[src/rtl/memtest_pkg.sv]
package memtest_pkg;
    typedef enum logic [1:0] {
        ST_IDLE  = 2'd0,
        ST_WRITE = 2'd1,
        ST_READ  = 2'd2,
        ST_DRAIN = 2'd3
    } mt_state_e;
endpackage

[src/rtl/memtest_lfsr.sv]
module memtest_lfsr #(
    parameter int          W    = 16,
    parameter logic [W-1:0] TAPS = 16'hB400,
    parameter logic [W-1:0] SEED = 16'hACE1
) (
    input  logic         clk,
    input  logic         rst,
    input  logic         load_i,
    input  logic         step_i,
    output logic [W-1:0] state_o
);
    logic [W-1:0] s_q;

    always_ff @(posedge clk) begin
        if (rst || load_i)
            s_q <= SEED;
        else if (step_i)
            s_q <= (s_q >> 1) ^ (s_q[0] ? TAPS : '0);
    end

    assign state_o = s_q;

    AST_NEVER_ZERO: assert property (@(posedge clk) disable iff (rst)
        s_q != '0);
endmodule

[src/rtl/memtest_cmp.sv]
module memtest_cmp #(
    parameter int ADDR_W = 6,
    parameter int DATA_W = 16,
    parameter int ERR_W  = 8
) (
    input  logic              clk,
    input  logic              rst,
    input  logic              clr_i,
    input  logic              rvalid_i,
    input  logic [DATA_W-1:0] rdata_i,
    input  logic [DATA_W-1:0] exp_i,
    input  logic [ADDR_W-1:0] raddr_i,
    output logic [ERR_W-1:0]  err_o,
    output logic [ADDR_W-1:0] fail_addr_o,
    output logic [DATA_W-1:0] fail_rdata_o,
    output logic [DATA_W-1:0] fail_exp_o
);
    localparam logic [ERR_W-1:0] ERR_MAX = '1;

    logic              miss;
    logic [ERR_W-1:0]  err_q;
    logic [ADDR_W-1:0] fa_q;
    logic [DATA_W-1:0] fr_q, fe_q;

    assign miss = rvalid_i && (rdata_i != exp_i);

    always_ff @(posedge clk) begin
        if (rst) begin
            err_q <= '0;
        end else if (clr_i) begin
            err_q <= '0;
        end else if (miss && err_q != ERR_MAX) begin
            err_q <= err_q + 1'b1;
        end
    end

    always_ff @(posedge clk) begin
        if (rst) begin
            fa_q <= '0;
            fr_q <= '0;
            fe_q <= '0;
        end else if (miss) begin
            fa_q <= raddr_i;
            fr_q <= rdata_i;
            fe_q <= exp_i;
        end
    end

    assign err_o        = err_q;
    assign fail_addr_o  = fa_q;
    assign fail_rdata_o = fr_q;
    assign fail_exp_o   = fe_q;

    AST_ERR_MONOTONIC: assert property (@(posedge clk) disable iff (rst)
        !clr_i |=> err_q >= $past(err_q));
    AST_ERR_STEP: assert property (@(posedge clk) disable iff (rst)
        !clr_i |=> err_q - $past(err_q) <= 1);
    AST_CAPTURE_HOLD: assert property (@(posedge clk) disable iff (rst)
        !miss |=> $stable(fa_q) && $stable(fr_q) && $stable(fe_q));
endmodule

[src/rtl/memtest_gen.sv]
module memtest_gen
    import memtest_pkg::*;
#(
    parameter int           ADDR_W = 6,
    parameter int           DATA_W = 16,
    parameter int           ERR_W  = 8,
    parameter logic [DATA_W-1:0] TAPS = 16'hB400,
    parameter logic [DATA_W-1:0] SEED = 16'hACE1
) (
    input  logic              clk,
    input  logic              rst,
    input  logic              start_i,
    output logic              mem_valid_o,
    input  logic              mem_ready_i,
    output logic              mem_we_o,
    output logic [ADDR_W-1:0] mem_addr_o,
    output logic [DATA_W-1:0] mem_wdata_o,
    input  logic              mem_rvalid_i,
    input  logic [DATA_W-1:0] mem_rdata_i,
    output logic              busy_o,
    output logic [ERR_W-1:0]  err_count_o,
    output logic [ADDR_W-1:0] fail_addr_o,
    output logic [DATA_W-1:0] fail_rdata_o,
    output logic [DATA_W-1:0] fail_exp_o
);
    localparam logic [ADDR_W-1:0] ADDR_LAST = '1;

    mt_state_e         state_q, state_d;
    logic [ADDR_W-1:0] iss_q, rsp_q;
    logic              go, accept, rsp_ok, wr_done, rd_issued, rd_done;
    logic [DATA_W-1:0] wr_word, exp_word;

    assign go        = start_i && (state_q == ST_IDLE);
    assign accept    = mem_valid_o && mem_ready_i;
    assign rsp_ok    = mem_rvalid_i && (state_q == ST_READ || state_q == ST_DRAIN);
    assign wr_done   = (state_q == ST_WRITE) && accept && (iss_q == ADDR_LAST);
    assign rd_issued = (state_q == ST_READ) && accept && (iss_q == ADDR_LAST);
    assign rd_done   = rsp_ok && (rsp_q == ADDR_LAST);

    // next-state
    always_comb begin
        state_d = state_q;
        unique case (state_q)
            ST_IDLE:  if (go)        state_d = ST_WRITE;
            ST_WRITE: if (wr_done)   state_d = ST_READ;
            ST_READ:  if (rd_issued) state_d = ST_DRAIN;
            ST_DRAIN: if (rd_done)   state_d = ST_IDLE;
            default:                 state_d = ST_IDLE;
        endcase
    end

    // state register
    always_ff @(posedge clk) begin
        if (rst) state_q <= ST_IDLE;
        else     state_q <= state_d;
    end

    // address counters
    always_ff @(posedge clk) begin
        if (rst || go) begin
            iss_q <= '0;
            rsp_q <= '0;
        end else begin
            if (accept) iss_q <= iss_q + 1'b1;
            if (rsp_ok) rsp_q <= rsp_q + 1'b1;
        end
    end

    // outputs
    always_comb begin
        mem_valid_o = 1'b0;
        mem_we_o    = 1'b0;
        busy_o      = 1'b1;
        unique case (state_q)
            ST_IDLE:  busy_o = 1'b0;
            ST_WRITE: begin mem_valid_o = 1'b1; mem_we_o = 1'b1; end
            ST_READ:  mem_valid_o = 1'b1;
            ST_DRAIN: ;
            default:  busy_o = 1'b0;
        endcase
    end

    assign mem_addr_o  = iss_q;
    assign mem_wdata_o = wr_word;

    memtest_lfsr #(.W(DATA_W), .TAPS(TAPS), .SEED(SEED)) u_wr_lfsr (
        .clk(clk), .rst(rst), .load_i(go),
        .step_i((state_q == ST_WRITE) && accept), .state_o(wr_word));

    memtest_lfsr #(.W(DATA_W), .TAPS(TAPS), .SEED(SEED)) u_rd_lfsr (
        .clk(clk), .rst(rst), .load_i(wr_done),
        .step_i(rsp_ok), .state_o(exp_word));

    memtest_cmp #(.ADDR_W(ADDR_W), .DATA_W(DATA_W), .ERR_W(ERR_W)) u_cmp (
        .clk(clk), .rst(rst), .clr_i(go),
        .rvalid_i(rsp_ok), .rdata_i(mem_rdata_i), .exp_i(exp_word), .raddr_i(rsp_q),
        .err_o(err_count_o), .fail_addr_o(fail_addr_o),
        .fail_rdata_o(fail_rdata_o), .fail_exp_o(fail_exp_o));

    AST_IDLE_QUIET: assert property (@(posedge clk) disable iff (rst)
        !busy_o |-> !mem_valid_o);
    AST_REQ_HOLD: assert property (@(posedge clk) disable iff (rst)
        mem_valid_o && !mem_ready_i |=> mem_valid_o && $stable(mem_addr_o)
            && $stable(mem_we_o) && $stable(mem_wdata_o));
    AST_NO_REWRITE: assert property (@(posedge clk) disable iff (rst)
        (state_q == ST_READ || state_q == ST_DRAIN) |=> state_q != ST_WRITE);
    AST_BUSY_FALL: assert property (@(posedge clk) disable iff (rst)
        $fell(busy_o) |-> $past(mem_rvalid_i));
endmodule

[config.mk]
export PLATFORM = sky130hd
export DESIGN_NAME = memtest_gen
export DESIGN_NICKNAME = d
export VERILOG_FILES = /design/src/rtl/memtest_pkg.sv /design/src/rtl/memtest_lfsr.sv /design/src/rtl/memtest_cmp.sv /design/src/rtl/memtest_gen.sv
export SDC_FILE = /design/constraint.sdc
export NUM_CORES = 1
export LEC_CHECK = 0
export CAP_MARGIN = 20
export CORE_MARGIN = 2
export CORE_UTILIZATION = 40
export CTS_BUF_LIST = sky130_fd_sc_hd__clkbuf_4 sky130_fd_sc_hd__clkbuf_8 sky130_fd_sc_hd__clkbuf_16
export DETAILED_ROUTE_END_ITERATION = 8
export DONT_BUFFER_PORTS = 1
export GPL_ROUTABILITY_DRIVEN = 0
export PLACE_DENSITY_LB_ADDON = 0.08
export SETUP_SLACK_MARGIN = 0.02
export SLEW_MARGIN = 20
export SYNTH_ARGS = -nofsm -noshare
export SYNTH_HDL_FRONTEND = slang
export SYNTH_SLANG_ARGS = --single-unit
[constraint.sdc]
create_clock -name clk -period 2.45 [get_ports clk]
set_clock_uncertainty 0.15 [all_clocks]
set_input_delay 0.245 -clock clk [delete_from_list [all_inputs] [get_ports clk]]
set_output_delay 0.245 -clock clk [all_outputs]
set_load 0.01 [all_outputs]
==> metrics.md, run 1 <==
| Metric | Value |
|---|---|
| Vias per cell | 5.07 |
| Clock slew at reported path FFs | 0.10 ns |
| CTS resizes | 0 |
| Final #Nets | 503 |
| Crit-path slowest cell | ha_1 |
| CTS buffer count | 9 |
| Crit. End Element | flip-flop |
| Yosys warns | 0 |
| Post-placement worst setup slack | 0.340 ns |
| # port buffers | 0 |
| Total Routing Usage GR | 18.1% |
| Largest stage delay, worst path | 0.47 ns |
| TNS Setup | 0 ns |
| Hold Violations, Final | 0 |
| Routed Antenna Nets | 0 |
| Worst Path Buf+Inv | 1 |
| Post-synth top flop | dfxtp_1 |
| Final Max Slew Viols | 0 |
| Critical path type | flip-flop to flip-flop |
| H-tree Lvls | 3 |
| Wire per inst | 15.6 µm |
| Number of remaining DRC errors | 0 |
| Count of cell types in the netlist | 36 |
| Hpwl dp | 6600 µm |
| Max Cap Viol | 0 |
| Share of cells above drive strength 1 | 6.68% |
| Cells after Synth | 462 |
| Initial antenna violation count | 0 |
| CTS Root Cell | clkbuf_8 |
| Die W | 106 µm |
| Yosys reg bits | 92 |
| Area grow syn2layout | 13.5% |
| Syn_area_per_cell | 8.97 µm² |
| Post-CTS setup buffer count | 0 |
| Critical Path AT | 2.30 ns |
| Seq/Total Area, Yosys | 44.4% |
| Initial Util | 40.7% |
| IO Pins | 92 |
| Clk_lat worst skew | 0.37 ns |
| Setup WS post-layout | 0.297 ns |
| Total iterations of the first detailed-routing run | 4 |
| Via count | 3116 |
| Ys async rst share | 0% |
| Vias in the first global route | 3144 |
| CTS tree | yes |
| DIE AREA | 11200 µm² |
| CP top delay family | simple AND/OR/NAND/NOR gates |
| Iter 0 DRT Violations | 122 |
| Hold WC Path Type | primary input to flip-flop |
| Slew HR | 65.0% |
| Worst slew pin tran | 0.523 ns |
| Crit path cell chain | inv_1 > ha_1 > nand2_1 > or2_1 > or3_1 > a21oi_1 |
| Hold buffers post-CTS | 18 |
| Fin util | 46.2% |
| Static leakage | 0.00165 µW |
| First-pass GRT wire length | 16000 µm |
| Die Ht | 106 µm |
| CTS Buffer Depth | 2 |
| RSZ-0062 raised after global routing | false |
| Critical path launch point type | flip-flop |
| CP max FO | 7 |
| Multi-input logic area | 2160 µm² |
| # diodes | 0 |
| Cell Area, Synth | 4140 µm² |
| Pwr dens | 845 nW/µm² |
| Final Cycle Share | 87.9% |
| Routed wire length | 9590 µm |
| CTS Sinks | 92 |
| Pin count of the biggest net entering global routing | 79 |
| Row count | 37 |
| CP required | 2.59 ns |
| FF+latch area | 1840 µm² |
| Fmax | 464 MHz |
| Fillers | 1016 |
| Post-synth EDFFs | 0 |
| Tmin final | 2.15 ns |
| Status | finished clean |
| Overflow left after global routing | 0 |
| Peak VDD IR | 0.468 mV |
| Core ar. | 10200 µm² |
| Final Setup Violations | 0 |
| Syn_nets | 491 |
==> registers in the layout, indices dropped and copies added (netlist names), 6 cells and up <==
signal              count
u_cmp.fail_addr_o       6
u_rd_lfsr.state_o      16
mem_addr_o              6
u_cmp.fail_rdata_o     16
u_wr_lfsr.state_o      16
u_cmp.err_o             8
u_cmp.fail_exp_o       16
rsp_q                   6
==> per-stage QoR <==
step | cell area (µm²) | total power, µW | hold WS, ns | instances
2_1_floorplan | 4140 | 2580 | 0.250 | 462
3_3_place_gp | 4280 | 2770 | 0.178 | 581
3_5_place_dp | 4280 | 2790 | 0.179 | 581
4_1_cts | 4700 | 4030 | 0.0000929 | 615
5_1_grt | 4700 | 4220 | 0.0135 | 615
6_report | 4700 | 3970 | 0.0103 | 615
==> metal layers <==
layer	share of wire (%)	wire, µm	GRT usage [%]
met3	7.5	722	6.56
met1	46	4420	22.8
met4	1.6	154	6.20
met5	0	0	0
met2	45	4300	28.7
==> worst reg2reg max path, cell delays in order (launching register included) <==
cell and delay [ns]:
dfxtp_1 0.40, inv_1 0.10, ha_1 0.47, nand2_1 0.18
or2_1 0.30, or3_1 0.35, a21oi_1 0.14
==> cell families after synthesis <==
kind of cell | synth area share, %
XOR/XNOR | 6.31
AND/OR/NAND/NOR | 26.0
adder cells (fa/ha/maj) | 2.42
multiplexers | 10.1
flip-flops | 44.4
buffers and inverters | 3.53
AO/OA/AOI/OAI | 7.16
==> cell type report <==
class	count	share of cell area, %
clock buffer	10	2.93
clock inverter	6	2.00
inverter	5	0.399
multi-input combinational	338	46.0
sequential	92	39.2
tap	136	3.62
timing repair buffer	28	5.91
==> power by group <==
part	internal, µW	leakage [µW]	total [µW]	switching (µW)
logic	400	0.000788	925	525
registers	1650	0.000744	1850	198
clock network	614	0.000114	1200	582
total	2670	0.00165	3970	1310
==> path summary, 6_finish.rpt <==
check / slack, ns / to / start / cells after the start
setup / recovery: 0.30 / mem_addr_o[5] / state_q[0] / 6
hold / removal: 0.01 / u_rd_lfsr.state_o[15] / rst / 3
setup reg to reg: 0.30 / mem_addr_o[5] / state_q[0] / 6
hold reg to reg: 0.36 / rsp_q[5] / rsp_q[5] / 2
==> cell usage in the layout, fill, tap and decap left out <==
cell           Yosys  final
nand4_1            9      9
a31o_2             1      1
o21ai_0            3      3
nand3_1           21     21
o21ai_1            4      4
clkinvlp_4         0      1
a211oi_1           3      3
a21o_1             2      2
xnor2_2            1      1
nand2_1           70     70
a21oi_1           24     24
or4_1              2      2
nor2_4             0      1
a31oi_1            2      2
and3_1             2      2
xor2_1             6      6
o41a_1             1      1
ha_1               8      8
dlygate4sd3_1      0     17
mux2i_1           42     42
or3_1              5      5
inv_6              0      3
a211oi_2           1      1
nand2b_1          76     76
o31ai_1            1      1
nor3_1             3      3
dfxtp_1           92     92
nor2_1            18     17
and4_1             2      2
o22ai_1            1      1
buf_12             0      2
bufinv_16          0      2
o211ai_1           4      4
xnor2_1           22     22
inv_1              5      5
nor4_2             1      1
or2_1              1      1
clkbuf_8           0     10
buf_4              0      9
o21a_1             2      2
==> cells in the mapped netlist, types with 2 or more instances <==
library cell | number | area share (%)
buf_6 | 3 | 0.82
buf_1 | 2 | 0.18
a21o_1 | 2 | 0.36
nand3_1 | 21 | 2.5
dfxtp_1 | 92 | 44
nor3_1 | 3 | 0.36
o21ai_1 | 4 | 0.48
ha_1 | 8 | 2.4
xnor2_1 | 22 | 4.6
nand4_1 | 9 | 1.4
nand2b_1 | 76 | 11
xor2_1 | 6 | 1.3
inv_1 | 5 | 0.45
o211ai_1 | 4 | 0.72
o21ai_0 | 3 | 0.36
nor2_1 | 18 | 1.6
a211oi_1 | 3 | 0.54
or3_1 | 5 | 0.75
mux2i_1 | 42 | 10
and3_1 | 2 | 0.30
or4_1 | 2 | 0.36
a31oi_1 | 2 | 0.30
o21a_1 | 2 | 0.36
nand2_1 | 70 | 6.3
and4_1 | 2 | 0.42
buf_2 | 3 | 0.36
a21oi_1 | 24 | 2.9
clkbuf_1 | 19 | 1.7
(Power assumes the default switching activity.)
==> run 2, diff against run 1 <==
--- a/config.mk
+++ b/config.mk
@@ -17,4 +17,5 @@
 export SLEW_MARGIN = 20
 export SYNTH_ARGS = -nofsm -noshare
 export SYNTH_HDL_FRONTEND = slang
+export SYNTH_HIERARCHICAL = 1
 export SYNTH_SLANG_ARGS = --single-unit
==> run 2 against run 1 <==
Sequential share of layout area grew 2.4 points. Die area down 5.3%. Synthesized cell count fell by 5.0%. Final cell count shrank 2.8%. Register-to-register slack got worse by 0.06 ns. Synthesized area fell by 5.5%. Clock-buffer cell count grew 2. First-iteration DRC count is 14% lower. Clock power decreased by 7%. Via count shrank 2.1%.
==> metrics.md, run 2 <==
| Metric | Value |
|---|---|
| Status | finished clean |
| Clock power share | 28.4% |
| Synth top area cells | dfxtp_1 (47%), nand2_1 (9.7%), mux2i_1 (6.6%) |
| Routed Antenna Nets | 0 |
| Seq/Total Area, Yosys | 47.0% |
| NetSw | 1320 µW |
| Critical Path AT | 2.36 ns |
| Switching Fraction | 33.7% |
| # diodes | 0 |
| Fin util | 46.0% |
| Max Cap Viol | 0 |
| Yosys top cell by area | dfxtp_1 |
| Pwr dens | 882 nW/µm² |
| Die Ht | 103 µm |
| Die W | 103 µm |
| DIE AREA | 10600 µm² |
| Commonest non-fill, non-tap cell in the layout | nand2_1 |
| RSZ-0062 raised after global routing | false |
| Synth Area in Adders | 2.56% |
| Vias per cell | 5.10 |
| Iter 0 DRT Violations | 105 |
| Logic pwr share | 25.2% |
| IO Pins | 92 |
| CTS Buffer Depth | 2 |
| Hpwl dp | 6320 µm |
| Vias in the first global route | 2993 |
| Largest family of logic cells by synthesized area | simple AND/OR/NAND/NOR gates |
| Final #Nets | 489 |
| Critical path launch point type | flip-flop |
| Slew HR | 61.2% |
| Core ar. | 9640 µm² |
| Wire per inst | 15.8 µm |
| CTS buffer count | 9 |
| Row count | 36 |
| Cell Area, Synth | 3920 µm² |
| Mux share of post-synthesis cell area | 6.65% |
| Final Max Slew Viols | 0 |
| Total iterations of the first detailed-routing run | 4 |
| Tmin final | 2.22 ns |
| Overflow left after global routing | 0 |
| Yosys reg bits | 92 |
| Hold Violations, Final | 0 |
| FF+latch area | 1840 µm² |
| Via count | 3051 |
| Clk_lat worst skew | 0.37 ns |
| Hold WC Path Type | primary input to flip-flop |
| Clock slew at reported path FFs | 0.10 ns |
| CTS Sinks | 92 |
| Share of cells above drive strength 1 | 10.3% |
| Top-count cell post-synth | nand2_1 |
| Share of Yosys cell area claimed by the top area cell type | 47.0% |
| CTS Root Cell | clkbuf_8 |
| CP max FO | 20 |
| XOR/XNOR Fraction of Synth Area | 6.94% |
| Final Setup Violations | 0 |
| Post-synth top flop | dfxtp_1 |
| CTS resizes | 0 |
| Static leakage | 0.00146 µW |
| Multi-input logic area | 1860 µm² |
| Fmax | 451 MHz |
| Total Routing Usage GR | 18.1% |
| CTS tree | yes |
| Syn_area_per_cell | 8.92 µm² |
| Routed wire length | 9440 µm |
| Yosys warns | 6 |
| Ys async rst share | 0% |
| Fillers | 997 |
| Synth top cells by count | nand2_1 (101), dfxtp_1 (92), a21oi_1 (46), nor2_1 (36), xnor2_1 (28) |
| Crit. End Element | flip-flop |
| CP required | 2.59 ns |
| Sequential share of power | 46.4% |
| Number of remaining DRC errors | 0 |
| Initial Util | 40.6% |
| # port buffers | 0 |
| Syn_nets | 468 |
| Synthesized-area fraction occupied by and/or/nand/nor cells | 19.5% |
| Final Cycle Share | 90.5% |
| Commonest non-fill, non-tap cells in the layout | nand2_1 (101), dfxtp_1 (92), a21oi_1 (46), nor2_1 (35), xnor2_1 (28) |
| Critical path type | flip-flop to flip-flop |
| H-tree Lvls | 3 |
| Initial antenna violation count | 0 |
| Post-synth EDFFs | 0 |
| Pin count of the biggest net entering global routing | 48 |
| Cells after Synth | 439 |
| TNS Setup | 0 ns |
| Worst slew pin tran | 0.579 ns |
| First-pass GRT wire length | 14700 µm |
| Peak VDD IR | 0.395 mV |
| Internal power | 2590 µW |
| Area grow syn2layout | 13.1% |
| Count of cell types in the netlist | 44 |
| Complex-gate fraction of the synthesized area | 11.6% |
==> run 2: changes by cell type after synthesis, sizes merged, moves of 4 or more <==
cell	previous run	this run
xnor2	23	28
clkbuf	19	12
o211ai	4	0
nand3	21	10
nor2	18	36
buf	8	13
a21oi	24	47
mux2i	42	26
nand2	70	101
nand2b	76	0
==> run 2: layout make-up <==
| type | instances | share of cell area [%] |
|---|---|---|
| sequential | 92 | 41.6 |
| inverter | 7 | 0.593 |
| clock buffer | 12 | 3.59 |
| clock inverter | 4 | 1.24 |
| multi-input combinational | 315 | 42.1 |
| timing repair buffer | 35 | 7.18 |
| tap | 133 | 3.76 |
==> run 2: timing repair <==
action | in CTS | in global routing
setup endpoints to repair | 0 | 29
buffers inserted | 0 | 3
endpoints found under the hold margin | 55 | 0
hold buffers | 18 | 0
==> run 2: worst paths after layout <==
check	from	endpoint	slack (ns)	cells after the start
worst min-delay path	rst	state_q[1]	0.04	2
worst max register to register	u_rd_lfsr/state_o[13]	u_cmp/fail_rdata_o[14]	0.23	6
worst max-delay path	u_rd_lfsr/state_o[13]	u_cmp/fail_rdata_o[14]	0.23	6
worst min register to register	u_cmp/fail_addr_o[5]	u_cmp/fail_addr_o[5]	0.35	2
==> run 2: through the flow <==
stage / power [µW] / setup WS [ns] / hold slack, ns / instances / cell area [µm²]
finish: 3910 / 0.232 / 0.0373 / 598 / 4430
CTS: 3930 / 0.133 / 0.0289 / 595 / 4410
detailed placement: 2780 / 0.171 / 0.175 / 561 / 4000
global route: 4150 / 0.0699 / 0.0378 / 598 / 4430
global placement: 2770 / 0.182 / 0.168 / 561 / 4000
floorplan: 2610 / 0.471 / 0.160 / 439 / 3920
==> run 2: critical path, stage by stage (launching register included) <==
cell and delay, ns:
dfxtp_1 0.45, xnor2_1 0.15, nand4_1 0.22, o41ai_4 0.59
buf_4 0.33, nand2_1 0.08, a21oi_1 0.17
==> run 2: kinds of logic after synthesis <==
group | after synthesis
compound gates | 72
xor+xnor | 31
fa+ha+maj | 8
buf+inv | 32
flops | 92
mux | 26
simple gates | 178
==> run 2: power by group through the flow <==
| stage | Sequential (µW) | Clock (µW) | Combinational (µW) |
|---|---|---|---|
| 2_1_floorplan | 1810 | 0 | 802 |
| 3_3_place_gp | 1850 | 0 | 924 |
| 3_5_place_dp | 1850 | 0 | 931 |
| 4_1_cts | 1820 | 1140 | 975 |
| 5_1_grt | 1840 | 1190 | 1110 |
| 6_report | 1810 | 1110 | 983 |
==> run 2: layer usage <==
layer,GRT usage [%],vias to the layer above,wire [µm]
met5,0,-,0
met4,7.79,0,107
met3,4.34,7,560
met2,29.7,76,4460
met1,22.7,1440,4310
li1,-,1528,-
